File: config.mk
export PLATFORM = sky130hd
export DESIGN_NAME = rv_ctrl_unit
export DESIGN_NICKNAME = d
export VERILOG_FILES = /design/src/rtl/rvdec_pkg.sv /design/src/rtl/rvdec_opcode.sv /design/src/rtl/rvdec_alu.sv /design/src/rtl/rvdec_branch.sv /design/src/rtl/rv_ctrl_unit.sv
export SDC_FILE = /design/constraint.sdc
export NUM_CORES = 1
export LEC_CHECK = 0
export ABC_AREA = 1
export CAP_MARGIN = 20
export CORE_MARGIN = 5
export CORE_UTILIZATION = 35
export DETAILED_ROUTE_END_ITERATION = 8
export GPL_ROUTABILITY_DRIVEN = 0
export GPL_TIMING_DRIVEN = 1
export PLACE_DENSITY = 0.9
export SYNTH_ARGS = -nofsm -noshare
export SYNTH_HDL_FRONTEND = slang
export SYNTH_SLANG_ARGS = --single-unit
File: constraint.sdc
create_clock -name vclk -period 1.9
set_clock_uncertainty 0.05 [all_clocks]
set_input_delay 0.19 -clock vclk [all_inputs]
set_output_delay 0.19 -clock vclk [all_outputs]
set_load 0.005 [all_outputs]
File: src/rtl/rvdec_pkg.sv
package rvdec_pkg;
  localparam int ILEN = 32;
  localparam int OPW  = 7;
  localparam int F3W  = 3;
  localparam int F7W  = 7;
  localparam int AOPW = 4;

  localparam int F3_LSB = 12;
  localparam int F7_LSB = 25;

  localparam logic [OPW-1:0] OPC_REG    = 7'b0110011;
  localparam logic [OPW-1:0] OPC_IMM    = 7'b0010011;
  localparam logic [OPW-1:0] OPC_LOAD   = 7'b0000011;
  localparam logic [OPW-1:0] OPC_STORE  = 7'b0100011;
  localparam logic [OPW-1:0] OPC_BRANCH = 7'b1100011;
  localparam logic [OPW-1:0] OPC_JAL    = 7'b1101111;
  localparam logic [OPW-1:0] OPC_JALR   = 7'b1100111;
  localparam logic [OPW-1:0] OPC_LUI    = 7'b0110111;
  localparam logic [OPW-1:0] OPC_AUIPC  = 7'b0010111;

  localparam logic [F7W-1:0] F7_BASE = 7'b0000000;
  localparam logic [F7W-1:0] F7_ALT  = 7'b0100000;

  typedef enum logic [AOPW-1:0] {
    AOP_ADD = 4'd0, AOP_SUB = 4'd1, AOP_AND = 4'd2, AOP_OR  = 4'd3,
    AOP_XOR = 4'd4, AOP_SLT = 4'd5, AOP_SLTU = 4'd6, AOP_SLL = 4'd7,
    AOP_SRL = 4'd8, AOP_SRA = 4'd9
  } aop_e;

  typedef enum logic [2:0] {
    IMM_I = 3'd0, IMM_S = 3'd1, IMM_B = 3'd2, IMM_J = 3'd3, IMM_U = 3'd4
  } imm_e;

  typedef enum logic [1:0] {SA_RS1 = 2'd0, SA_PC = 2'd1, SA_ZERO = 2'd2} srca_e;
  typedef enum logic       {SB_RS2 = 1'b0, SB_IMM = 1'b1} srcb_e;
  typedef enum logic [1:0] {WB_ALU = 2'd0, WB_MEM = 2'd1, WB_PC4 = 2'd2} wb_e;
  typedef enum logic [1:0] {NPC_SEQ = 2'd0, NPC_REL = 2'd1, NPC_REG = 2'd2} npc_e;

  typedef enum logic [3:0] {
    K_NONE, K_REG, K_IMM, K_LOAD, K_STORE, K_BRANCH, K_JAL, K_JALR, K_LUI, K_AUIPC
  } kind_e;

  typedef struct packed {
    logic  reg_we;
    imm_e  imm;
    srca_e sa;
    srcb_e sb;
    aop_e  aop;
    logic  mem_we;
    wb_e   wb;
    npc_e  npc;
  } ctrl_t;

  localparam ctrl_t CTRL_NOP = '{
    reg_we: 1'b0, imm: IMM_I, sa: SA_RS1, sb: SB_RS2, aop: AOP_ADD,
    mem_we: 1'b0, wb: WB_ALU, npc: NPC_SEQ
  };
endpackage

File: src/rtl/rvdec_opcode.sv
module rvdec_opcode
  import rvdec_pkg::*;
(
  input  logic [OPW-1:0] opcode,
  input  logic [F3W-1:0] funct3,
  output kind_e          kind,
  output ctrl_t          base,
  output logic           f3_ok
);
  always_comb begin
    kind  = K_NONE;
    base  = CTRL_NOP;
    f3_ok = 1'b1;
    unique case (opcode)
      OPC_REG: begin
        kind        = K_REG;
        base.reg_we = 1'b1;
      end
      OPC_IMM: begin
        kind        = K_IMM;
        base.reg_we = 1'b1;
        base.sb     = SB_IMM;
      end
      OPC_LOAD: begin
        kind        = K_LOAD;
        base.reg_we = 1'b1;
        base.sb     = SB_IMM;
        base.wb     = WB_MEM;
        f3_ok       = (funct3 != 3'b011) && (funct3 != 3'b110) && (funct3 != 3'b111);
      end
      OPC_STORE: begin
        kind        = K_STORE;
        base.imm    = IMM_S;
        base.sb     = SB_IMM;
        base.mem_we = 1'b1;
        f3_ok       = (funct3[2] == 1'b0) && (funct3 != 3'b011);
      end
      OPC_BRANCH: begin
        kind     = K_BRANCH;
        base.imm = IMM_B;
      end
      OPC_JAL: begin
        kind        = K_JAL;
        base.reg_we = 1'b1;
        base.imm    = IMM_J;
        base.wb     = WB_PC4;
        base.npc    = NPC_REL;
      end
      OPC_JALR: begin
        kind        = K_JALR;
        base.reg_we = 1'b1;
        base.sb     = SB_IMM;
        base.wb     = WB_PC4;
        base.npc    = NPC_REG;
        f3_ok       = (funct3 == 3'b000);
      end
      OPC_LUI: begin
        kind        = K_LUI;
        base.reg_we = 1'b1;
        base.imm    = IMM_U;
        base.sa     = SA_ZERO;
        base.sb     = SB_IMM;
      end
      OPC_AUIPC: begin
        kind        = K_AUIPC;
        base.reg_we = 1'b1;
        base.imm    = IMM_U;
        base.sa     = SA_PC;
        base.sb     = SB_IMM;
      end
      default: begin
        kind  = K_NONE;
        f3_ok = 1'b1;
      end
    endcase
  end
endmodule

File: src/rtl/rvdec_alu.sv
module rvdec_alu
  import rvdec_pkg::*;
(
  input  kind_e          kind,
  input  logic [F3W-1:0] funct3,
  input  logic [F7W-1:0] funct7,
  output aop_e           aop,
  output logic           fn_ok
);
  logic f7_base, f7_alt;
  aop_e arith;

  assign f7_base = (funct7 == F7_BASE);
  assign f7_alt  = (funct7 == F7_ALT);

  // operation picked by funct3, with funct7 bit 5 choosing the alternate form
  always_comb begin
    unique case (funct3)
      3'b000:  arith = (kind == K_REG && funct7[5]) ? AOP_SUB : AOP_ADD;
      3'b001:  arith = AOP_SLL;
      3'b010:  arith = AOP_SLT;
      3'b011:  arith = AOP_SLTU;
      3'b100:  arith = AOP_XOR;
      3'b101:  arith = funct7[5] ? AOP_SRA : AOP_SRL;
      3'b110:  arith = AOP_OR;
      default: arith = AOP_AND;
    endcase
  end

  always_comb begin
    aop   = AOP_ADD;
    fn_ok = 1'b1;
    case (kind)
      K_REG: begin
        aop   = arith;
        fn_ok = f7_base || (f7_alt && (funct3 == 3'b000 || funct3 == 3'b101));
      end
      K_IMM: begin
        aop = arith;
        if (funct3 == 3'b001)      fn_ok = f7_base;
        else if (funct3 == 3'b101) fn_ok = f7_base || f7_alt;
        else                       fn_ok = 1'b1;
      end
      K_BRANCH: begin
        if (funct3[2] == 1'b0) begin
          aop   = AOP_SUB;
          fn_ok = (funct3[1] == 1'b0);
        end else begin
          aop   = funct3[1] ? AOP_SLTU : AOP_SLT;
          fn_ok = 1'b1;
        end
      end
      default: begin
        aop   = AOP_ADD;
        fn_ok = 1'b1;
      end
    endcase
  end
endmodule

File: src/rtl/rvdec_branch.sv
module rvdec_branch
  import rvdec_pkg::*;
(
  input  logic           is_branch,
  input  logic [F3W-1:0] funct3,
  input  logic           zero,
  input  logic           lsb,
  output logic           taken
);
  logic cond;

  // funct3[2] picks the flag, funct3[0] inverts the sense
  assign cond  = funct3[2] ? lsb : zero;
  assign taken = is_branch && (cond ^ funct3[0]);
endmodule

File: src/rtl/rv_ctrl_unit.sv
module rv_ctrl_unit
  import rvdec_pkg::*;
(
  input  logic [31:0] instr,
  input  logic        alu_zero,
  input  logic        alu_lsb,
  output logic        reg_we,
  output logic [2:0]  imm_sel,
  output logic [1:0]  alu_src_a,
  output logic        alu_src_b,
  output logic [3:0]  alu_op,
  output logic        mem_we,
  output logic [1:0]  wb_sel,
  output logic [1:0]  pc_sel
);
  logic [OPW-1:0] opcode;
  logic [F3W-1:0] funct3;
  logic [F7W-1:0] funct7;
  kind_e          kind;
  ctrl_t          base;
  ctrl_t          ctrl;
  aop_e           aop;
  logic           f3_ok;
  logic           fn_ok;
  logic           taken;

  assign opcode = instr[OPW-1:0];
  assign funct3 = instr[F3_LSB +: F3W];
  assign funct7 = instr[F7_LSB +: F7W];

  rvdec_opcode u_opc (
    .opcode (opcode),
    .funct3 (funct3),
    .kind   (kind),
    .base   (base),
    .f3_ok  (f3_ok)
  );

  rvdec_alu u_alu (
    .kind   (kind),
    .funct3 (funct3),
    .funct7 (funct7),
    .aop    (aop),
    .fn_ok  (fn_ok)
  );

  rvdec_branch u_br (
    .is_branch (kind == K_BRANCH),
    .funct3    (funct3),
    .zero      (alu_zero),
    .lsb       (alu_lsb),
    .taken     (taken)
  );

  always_comb begin
    ctrl = CTRL_NOP;
    if (f3_ok && fn_ok) begin
      ctrl     = base;
      ctrl.aop = aop;
      if (kind == K_BRANCH) ctrl.npc = taken ? NPC_REL : NPC_SEQ;
    end
  end

  assign reg_we    = ctrl.reg_we;
  assign imm_sel   = ctrl.imm;
  assign alu_src_a = ctrl.sa;
  assign alu_src_b = ctrl.sb;
  assign alu_op    = ctrl.aop;
  assign mem_we    = ctrl.mem_we;
  assign wb_sel    = ctrl.wb;
  assign pc_sel    = ctrl.npc;
endmodule

==> results.yml, run 1 <==
sta:
  tns_ns: -0.219
  setup_viol: 6
  hold_viol_final: 0
  timing.final.ws_setup_ns: -0.0585
  worst_slew_pin_slew_ns: 0.332
  relSlewSlack_pct: 77.8
  min_period_over_period_pct: 103
  slew_viol_final: 0
  finalCriticalPeriod_ns: 1.96
  fmax_mhz: 511
critical_path:
  critPathLaunchType: "input port"
  cp.arrival_ns: 1.72
  startpoint: "instr[27]"
  endpoint_kind: "primary output"
  crit_fanout: 5
  worstSetupPathDepth: 12
  crit_buf_inv: 3
  cp_cell_sequence: "dlygate4sd2_1, nor2_1, nand2_1, nor2_2, nand2_1, nand2_1, nand2_2, nand4_1, nand2_4, buf_6, nor2_1, buf_2"
  cp_slowest_stage_delay_ns: 0.23
  crit_type: "in2out"
  critPathSlowestCell: "dlygate4sd2_1"
  critPathTopFamily: "simple AND/OR/NAND/NOR gates"
  worstPathRequired_ns: 1.66
  crit_end: "alu_op[3]"
  cpMostUsedCell: "nand2_1"
global_routing:
  grt_pass1_vias: 1211
  gr-total-overflow: 0
  antenna_found_initial: 0
  grt.total_usage_pct: 28.7
  grt_pass1_wl_microns: 5670
  grt_start_max_net_pins: 8
finish:
  diodes: 0
  final_cells: 210
  areaGrowthSynthToFinish_pct: 164
  nFlopsAndLatches: 0
  num-nets-final: 230
  final_layout_size_suffix_gt1_share_pct: 57.2
  seq_area_sq_um: 0
  utilization_pct: 95.9
  nClkBuffers: 0
floorplan:
  start_util_pct: 36.4
  dieArea_sq_um: 2430
  die_w_microns: 49.3
  rows: 14
  core_area_sq_um: 1490
  io_pins: 50
  die_h_microns: 49.3
status:
  violations: "setup timing"
  outcome: "complete, but fails checks"
route:
  routed-via-count: 1256
  vias_per_cell: 5.98
  wire_per_inst_microns: 20.6
  dr.pass1.iters: 5
  routed_wl_microns: 4330
  postRouteAntennaNets: 0
  drc: 0
  dr.first_iter.drc_count: 107
power_and_ir_drop:
  power_w: 0.000183
  ir_drop_uv: 127
  powerDensity_nw_per_um2: 128
  leakage_nw: 0.821
yosys:
  yosys-top-cells-area: "nand2_1, inv_1, nor2_1, nand3_1, a21oi_1"
  yosysUniqueCellTypes: 23
  yosysWarnings: 0
  synth_top_area_share_pct: 21.5
  seq_area_frac_synth_pct: 0
  yosys.area.top_type: "nand2_1"
  syn_area_sq_um: 542
  mappedNetlistNets: 150
  synthesis.instances: 116
  avgSynthCellArea_sq_um: 4.67
place:
  dp_cells: 193
  place_ws_ns: -0.499
  post-dp-hpwl_microns: 1980
  port_buffers: 35
min_path:
  min_path_type: "in2out"
clocking:
  cts_hold_buf: 0
run:
  drv_cap: 0
final cells by class:
class,count,area [sq um]
multi-input cells,91,657
well taps,16,20.0
repair buffers,80,654
inverters,23,96.3
fillers,33,61.3
worst min path at each step:
stage,start,to,cells past startpoint
floorplan,instr[5],alu_src_a[0],3
global placement,instr[4],alu_src_a[1],5
detailed placement,instr[4],alu_src_a[1],5
CTS,instr[12],alu_op[3],4
global route,instr[12],alu_op[3],4
finish,instr[12],alu_op[3],4
cells in the final DEF (no fill, tap or decap), drive strengths merged:
cell,count
xor2,1
clkbuf,9
a32oi,1
inv,23
o21ai,4
o211ai,1
nand3,11
nor4,1
nand4,3
o22ai,1
buf,52
nor3,4
dlygate4sd2,8
clkdlybuf4s50,6
or2,1
clkdlybuf4s15,3
dlymetal6s2s,2
nor2,22
nand2,35
a21oi,6
cell families (layout without fill, tap and decap cells):
| logic type | after synthesis | in the layout | share of synthesized area, % |
|---|---|---|---|
| compound gates | 13 | 13 | 14.1 |
| buf+inv | 25 | 103 | 18.9 |
| simple gates | 77 | 77 | 65.4 |
| xor+xnor | 1 | 1 | 1.62 |
metal layers:
layer / GRT usage (%) / part of all wire [%] / vias up
met2: 53.0 / 48 / 122
met4: 14.3 / 9.0 / 0
li1: - / - / 524
met3: 3.06 / 9.9 / 49
met5: 0 / 0 / -
met1: 31.3 / 33 / 561
cells in the mapped netlist (all sizes together):
cell type / count
o211ai: 1
inv: 22
clkinv: 1
nor4: 1
nand3: 11
xor2: 1
nand2: 35
a32oi: 1
nor3: 4
buf: 2
o21ai: 4
nor2: 22
o22ai: 1
a21oi: 6
or2: 1
nand4: 3
repair_timing:
| action | in CTS | in global routing |
|---|---|---|
| resized for setup | 79 | 62 |
| setup endpoints to repair | 16 | 15 |
| buffers inserted | 14 | 3 |
| pin swaps | 25 | 14 |
report_power, final:
group          internal (W)  total, W  switching [W]  leakage [nW]
Sequential                0         0              0             0
Combinational     0.0000815  0.000183       0.000102         0.821
Clock                     0         0              0             0
Total             0.0000815  0.000183       0.000102         0.821
per-stage QoR:
| stage | hold slack, ns | cell area [sq um] |
|---|---|---|
| global placement | 1.46 | 1110 |
| CTS | 0.914 | 1260 |
| finish | 0.790 | 1430 |
| global route | 0.827 | 1430 |
| detailed placement | 1.47 | 1110 |
| floorplan | 0.486 | 542 |
No activity file was read; power rests on OpenSTA's default activity.
==> inputs of run 2 (changes only) <==
--- a/config.mk
+++ b/config.mk
@@ -7,12 +7,13 @@
 export LEC_CHECK = 0
 export ABC_AREA = 1
 export CAP_MARGIN = 20
+export CORE_ASPECT_RATIO = 1.25
 export CORE_MARGIN = 5
-export CORE_UTILIZATION = 35
+export CORE_UTILIZATION = 30
 export DETAILED_ROUTE_END_ITERATION = 8
 export GPL_ROUTABILITY_DRIVEN = 0
 export GPL_TIMING_DRIVEN = 1
-export PLACE_DENSITY = 0.9
+export PLACE_DENSITY = 0.79
 export SYNTH_ARGS = -nofsm -noshare
 export SYNTH_HDL_FRONTEND = slang
 export SYNTH_SLANG_ARGS = --single-unit
==> constraint.sdc (replaced) <==
create_clock -name vclk -period 2
set_clock_uncertainty 0.05 [all_clocks]
set_input_delay 0.2 -clock vclk [all_inputs]
set_output_delay 0.2 -clock vclk [all_outputs]
set_load 0.005 [all_outputs]
==> run 2 against run 1 <==
- the flow now finishes without violations
- die area up 13%
- largest cell class unchanged
- non-clock buffer count shrank 8
- worst setup slack better by 0.070 ns
- critical path type unchanged
==> results.yml, run 2 (synthesis results as in run 1) <==
power_and_ir_drop:
  powerDensity_nw_per_um2: 114
  ir_drop_uv: 77.1
  leakage_nw: 0.796
sta:
  min_period_over_period_pct: 99.4
  tns_ns: 0
  worst_slew_pin_slew_ns: 0.361
  setup_viol: 0
  finalCriticalPeriod_ns: 1.99
  relSlewSlack_pct: 75.8
  fmax_mhz: 503
  timing.final.ws_setup_ns: 0.0113
  whs_ns: 0.901
  slew_viol_final: 0
  hold_viol_final: 0
global_routing:
  grt.total_usage_pct: 18.3
  grt_pass1_wl_microns: 3850
  grt_pass1_vias: 1032
  antenna_found_initial: 0
  grt_start_max_net_pins: 9
  gr-total-overflow: 0
critical_path:
  endpoint_kind: "primary output"
  critPathLaunchType: "input port"
  cp.arrival_ns: 1.74
  crit_fanout: 8
  worstPathRequired_ns: 1.75
  crit_type: "in2out"
place:
  port_buffers: 35
  post-dp-hpwl_microns: 1750
  place_area_sq_um: 1100
  place_ws_ns: -0.356
route:
  vias_per_cell: 5.15
  postRouteAntennaNets: 0
  wire_per_inst_microns: 15.2
  dr.pass1.iters: 4
  dr.first_iter.drc_count: 40
  routed-via-count: 1056
  routed_wl_microns: 3110
  drc: 0
floorplan:
  die_h_microns: 57.5
  rows: 17
  dieArea_sq_um: 2760
  core_area_sq_um: 1740
  die_w_microns: 48.0
  io_pins: 50
  start_util_pct: 31.1
min_path:
  hold_path_depth: 5
  min_path_type: "in2out"
  hp-start: "instr[14]"
  hold-path-endpoint: "alu_op[2]"
finish:
  layout.cells.most_common: "buf_4"
  nFlopsAndLatches: 0
  num-nets-final: 222
  nClkBuffers: 0
  fin_area_sq_um: 1370
  diodes: 0
  seq_area_sq_um: 0
  utilization_pct: 78.3
  layout_common_cells: "buf_4, nand2_1, inv_1"
  areaGrowthSynthToFinish_pct: 152
  final_layout_size_suffix_gt1_share_pct: 50.0
  nFillCells: 113
clocking:
  cts_hold_buf: 0
status:
  outcome: "finished, final reports clean"
run:
  drv_cap: 0
## run 2: cell count changes in the layout (fill, tap and decap cells not counted), moves of 3 or more
cell	previous run	this run
nor2_4	7	10
clkbuf_2	9	3
nor2_2	7	4
buf_6	9	1
inv_1	13	16
dlymetal6s2s_1	2	9
nand2_4	5	0
## run 2: worst max-delay path by stage
stage	startpoint	slack, ns	endpoint	cells past startpoint
4_1_cts	instr[1]	-0.06	imm_sel[2]	7
3_5_place_dp	instr[5]	-0.36	reg_we	10
3_3_place_gp	instr[14]	-0.34	reg_we	11
2_1_floorplan	instr[3]	0.74	alu_op[0]	9
5_1_grt	instr[13]	-0.13	alu_src_b	11
6_report	instr[13]	0.01	alu_src_b	11
## run 2: layer usage
layer	GRT usage (%)	share of wire [%]	vias up
li1	-	-	515
met1	18.0	35	493
met2	34.6	56	40
met3	2.52	4.6	8
met4	8.08	3.6	0
met5	0	0	-
## run 2: power by group
part / internal (W) / leakage (nW) / switching, W
Sequential: 0 / 0 / 0
Clock: 0 / 0 / 0
Combinational: 0.0000731 / 0.796 / 0.0000828
Total: 0.0000731 / 0.796 / 0.0000828
## run 2: per-stage QoR
stage               std cells  total power, W
floorplan                 116       0.0000490
global placement          195        0.000125
detailed placement        195        0.000128
CTS                       200        0.000131
global route              205        0.000166
finish                    205        0.000156
## run 2: critical path: stages
cell           delay [ns]
dlygate4sd2_1        0.33
inv_1                0.13
nand3_1              0.13
nand2_1              0.08
nand2_1              0.09
nand2_1              0.07
nand2_2              0.06
nand4_1              0.23
nand2_8              0.23
nor2_4               0.05
buf_2                0.13
## run 2: layout make-up
| cell class | instances | area, sq um | area share [%] |
|---|---|---|---|
| inverter | 23 | 92.6 | 6.78 |
| multi-input combinational | 91 | 644 | 47.2 |
| tap | 19 | 23.8 | 1.74 |
| timing repair buffer | 72 | 604 | 44.3 |
## run 2: repair_timing
action	4_1_cts	5_1_grt
setup buffers	5	5
pin swaps	12	25
setup endpoints to repair	16	15
gates resized for setup	64	52
==> inputs of run 3 (changes only) <==
--- a/config.mk
+++ b/config.mk
@@ -13,7 +13,7 @@
 export DETAILED_ROUTE_END_ITERATION = 8
 export GPL_ROUTABILITY_DRIVEN = 0
 export GPL_TIMING_DRIVEN = 1
-export PLACE_DENSITY = 0.79
+export PLACE_DENSITY = 0.9
 export SYNTH_ARGS = -nofsm -noshare
 export SYNTH_HDL_FRONTEND = slang
 export SYNTH_SLANG_ARGS = --single-unit
==> run 3 against run 2 <==
- combinational power fell by 11%
- total power fell by 11%
- first-iteration DRC count rose by 18%
- global-route usage rose by 1.9 points
- count of clock-buffer cells in the layout did not move
- cell area fell by 8.6%
- worst setup slack improved by 0.024 ns
- largest power group unchanged
- core utilization fell by 6.7 points
- non-clock buffer count fell by 3
- hold slack improved by 0.024 ns
- sequential cell count did not move
- die area did not move
==> results.yml, run 3 (synthesis results as in run 1) <==
route:
  wire_per_inst_microns: 14.3
  drc: 0
  postRouteAntennaNets: 0
  routed_wl_microns: 2890
  dr.pass1.iters: 4
  vias_per_cell: 5.27
  routed-via-count: 1065
  dr.first_iter.drc_count: 47
clocking:
  cts_hold_buf: 0
status:
  outcome: "finished, final reports clean"
power_and_ir_drop:
  power_switching_w: 0.0000724
  switching_share_pct: 52.1
  power_frac_seq_pct: 0
  p_int_w: 0.0000667
  power_w: 0.000139
  powerDensity_nw_per_um2: 112
  leakage_nw: 0.780
  clkPwrFrac_pct: 0
  comb_power_share_pct: 100.0
  ir_drop_uv: 62.0
finish:
  nFlopsAndLatches: 0
  seq_area_sq_um: 0
  nClkBuffers: 0
  num-nets-final: 219
  diodes: 0
  areaGrowthSynthToFinish_pct: 130
  layout_common_cells: "buf_4, nand2_1, inv_1"
  layout.cells.most_common: "buf_4"
  final_layout_size_suffix_gt1_share_pct: 45.9
floorplan:
  start_util_pct: 31.1
  io_pins: 50
  die_h_microns: 57.5
  dieArea_sq_um: 2760
  core_area_sq_um: 1740
  die_w_microns: 48.0
  rows: 17
critical_path:
  cp_slowest_stage_delay_ns: 0.25
  cp_cell_sequence: "dlygate4sd2_1, inv_2, nand2_2, nor2_4, nand2_2, buf_6, nand2_4, nand3_1, nand2_1, nand4_1, inv_1, dlygate4sd2_1"
  endpoint_kind: "primary output"
  worstPathRequired_ns: 1.75
  critPathSlowestCell: "dlygate4sd2_1"
  crit_buf_inv: 5
  critPathLaunchType: "input port"
  critPathTopFamily: "buffers and inverters"
  crit_fanout: 6
  crit_type: "in2out"
  cp.arrival_ns: 1.71
place:
  post-dp-hpwl_microns: 1960
  port_buffers: 35
sta:
  tns_ns: 0
  worst_slew_pin_slew_ns: 0.355
  relSlewSlack_pct: 76.2
  setup_viol: 0
  finalCriticalPeriod_ns: 1.96
  hold_viol_final: 0
  slew_viol_final: 0
  min_period_over_period_pct: 98.2
  fmax_mhz: 509
  rsz0062_at_grt: "true"
min_path:
  hp-start: "instr[12]"
  hold_path_depth: 4
  hold-path-endpoint: "alu_op[3]"
  min_path_type: "in2out"
global_routing:
  grt_start_max_net_pins: 9
  grt_pass1_wl_microns: 4290
  antenna_found_initial: 0
  gr-total-overflow: 0
  grt_pass1_vias: 1116
  grt.total_usage_pct: 20.2
run:
  drv_cap: 0
## run 3: worst max-delay path by stage
| stage | start | end | slack, ns | depth (start not counted) |
|---|---|---|---|---|
| 2_1_floorplan | instr[3] | alu_op[0] | 0.74 | 9 |
| 3_3_place_gp | instr[4] | alu_op[1] | -0.33 | 10 |
| 3_5_place_dp | instr[4] | alu_src_b | -0.43 | 10 |
| 4_1_cts | instr[26] | imm_sel[1] | 0.000002 | 11 |
| 5_1_grt | instr[6] | alu_op[1] | -0.05 | 11 |
| 6_report | instr[2] | alu_op[1] | 0.04 | 12 |
## run 3: final cells by class
class,instances,area [sq um]
Fill cell,153,497
Inverter,23,86.3
Multi-Input combinational cell,91,571
Tap cell,19,23.8
Timing Repair Buffer,69,567
## run 3: power by group through the flow
stage	Sequential, W	Clock, W	Combinational [W]
2_1_floorplan	0	0	0.0000490
3_3_place_gp	0	0	0.000123
3_5_place_dp	0	0	0.000129
4_1_cts	0	0	0.000132
5_1_grt	0	0	0.000150
6_report	0	0	0.000139
## run 3: worst min-delay path: cells and delay by family
| kind | cells | cell delay [ns] |
|---|---|---|
| AND/OR/NAND/NOR | 2 | 0.17 |
| buffers and inverters | 2 | 0.40 |
## run 3: layer usage
layer  global-route usage, %  part of all wire, %  routed length (microns)  up-vias
met5                       0                    0                        0        -
met3                    2.84                  7.6                      220       12
met4                    8.85                  3.5                      100        0
met2                    40.5                   56                     1620       60
met1                    17.6                   33                      953      488
li1                        -                    -                        -      505
## run 3: stage by stage
| step | cells | cell area [sq um] | setup slack (ns) | util, % | hold WS [ns] |
|---|---|---|---|---|---|
| 2_1_floorplan | 116 | 542 | 0.737 | - | 0.506 |
| 3_3_place_gp | 194 | 1090 | -0.335 | 62.8 | 1.48 |
| 3_5_place_dp | 194 | 1090 | -0.431 | 62.8 | 1.49 |
| 4_1_cts | 201 | 1210 | 0.00000211 | 69.2 | 1.01 |
| 5_1_grt | 202 | 1250 | -0.0496 | 71.5 | 0.962 |
| 6_report | 202 | 1250 | 0.0353 | 71.5 | 0.925 |
## run 3: repair_timing
action | in CTS | in global routing
endpoints found under the setup margin | 16 | 13
gates resized for setup | 56 | 37
buffers inserted | 7 | 1
endpoints found under the hold margin | 0 | 0
pin swaps | 14 | 17
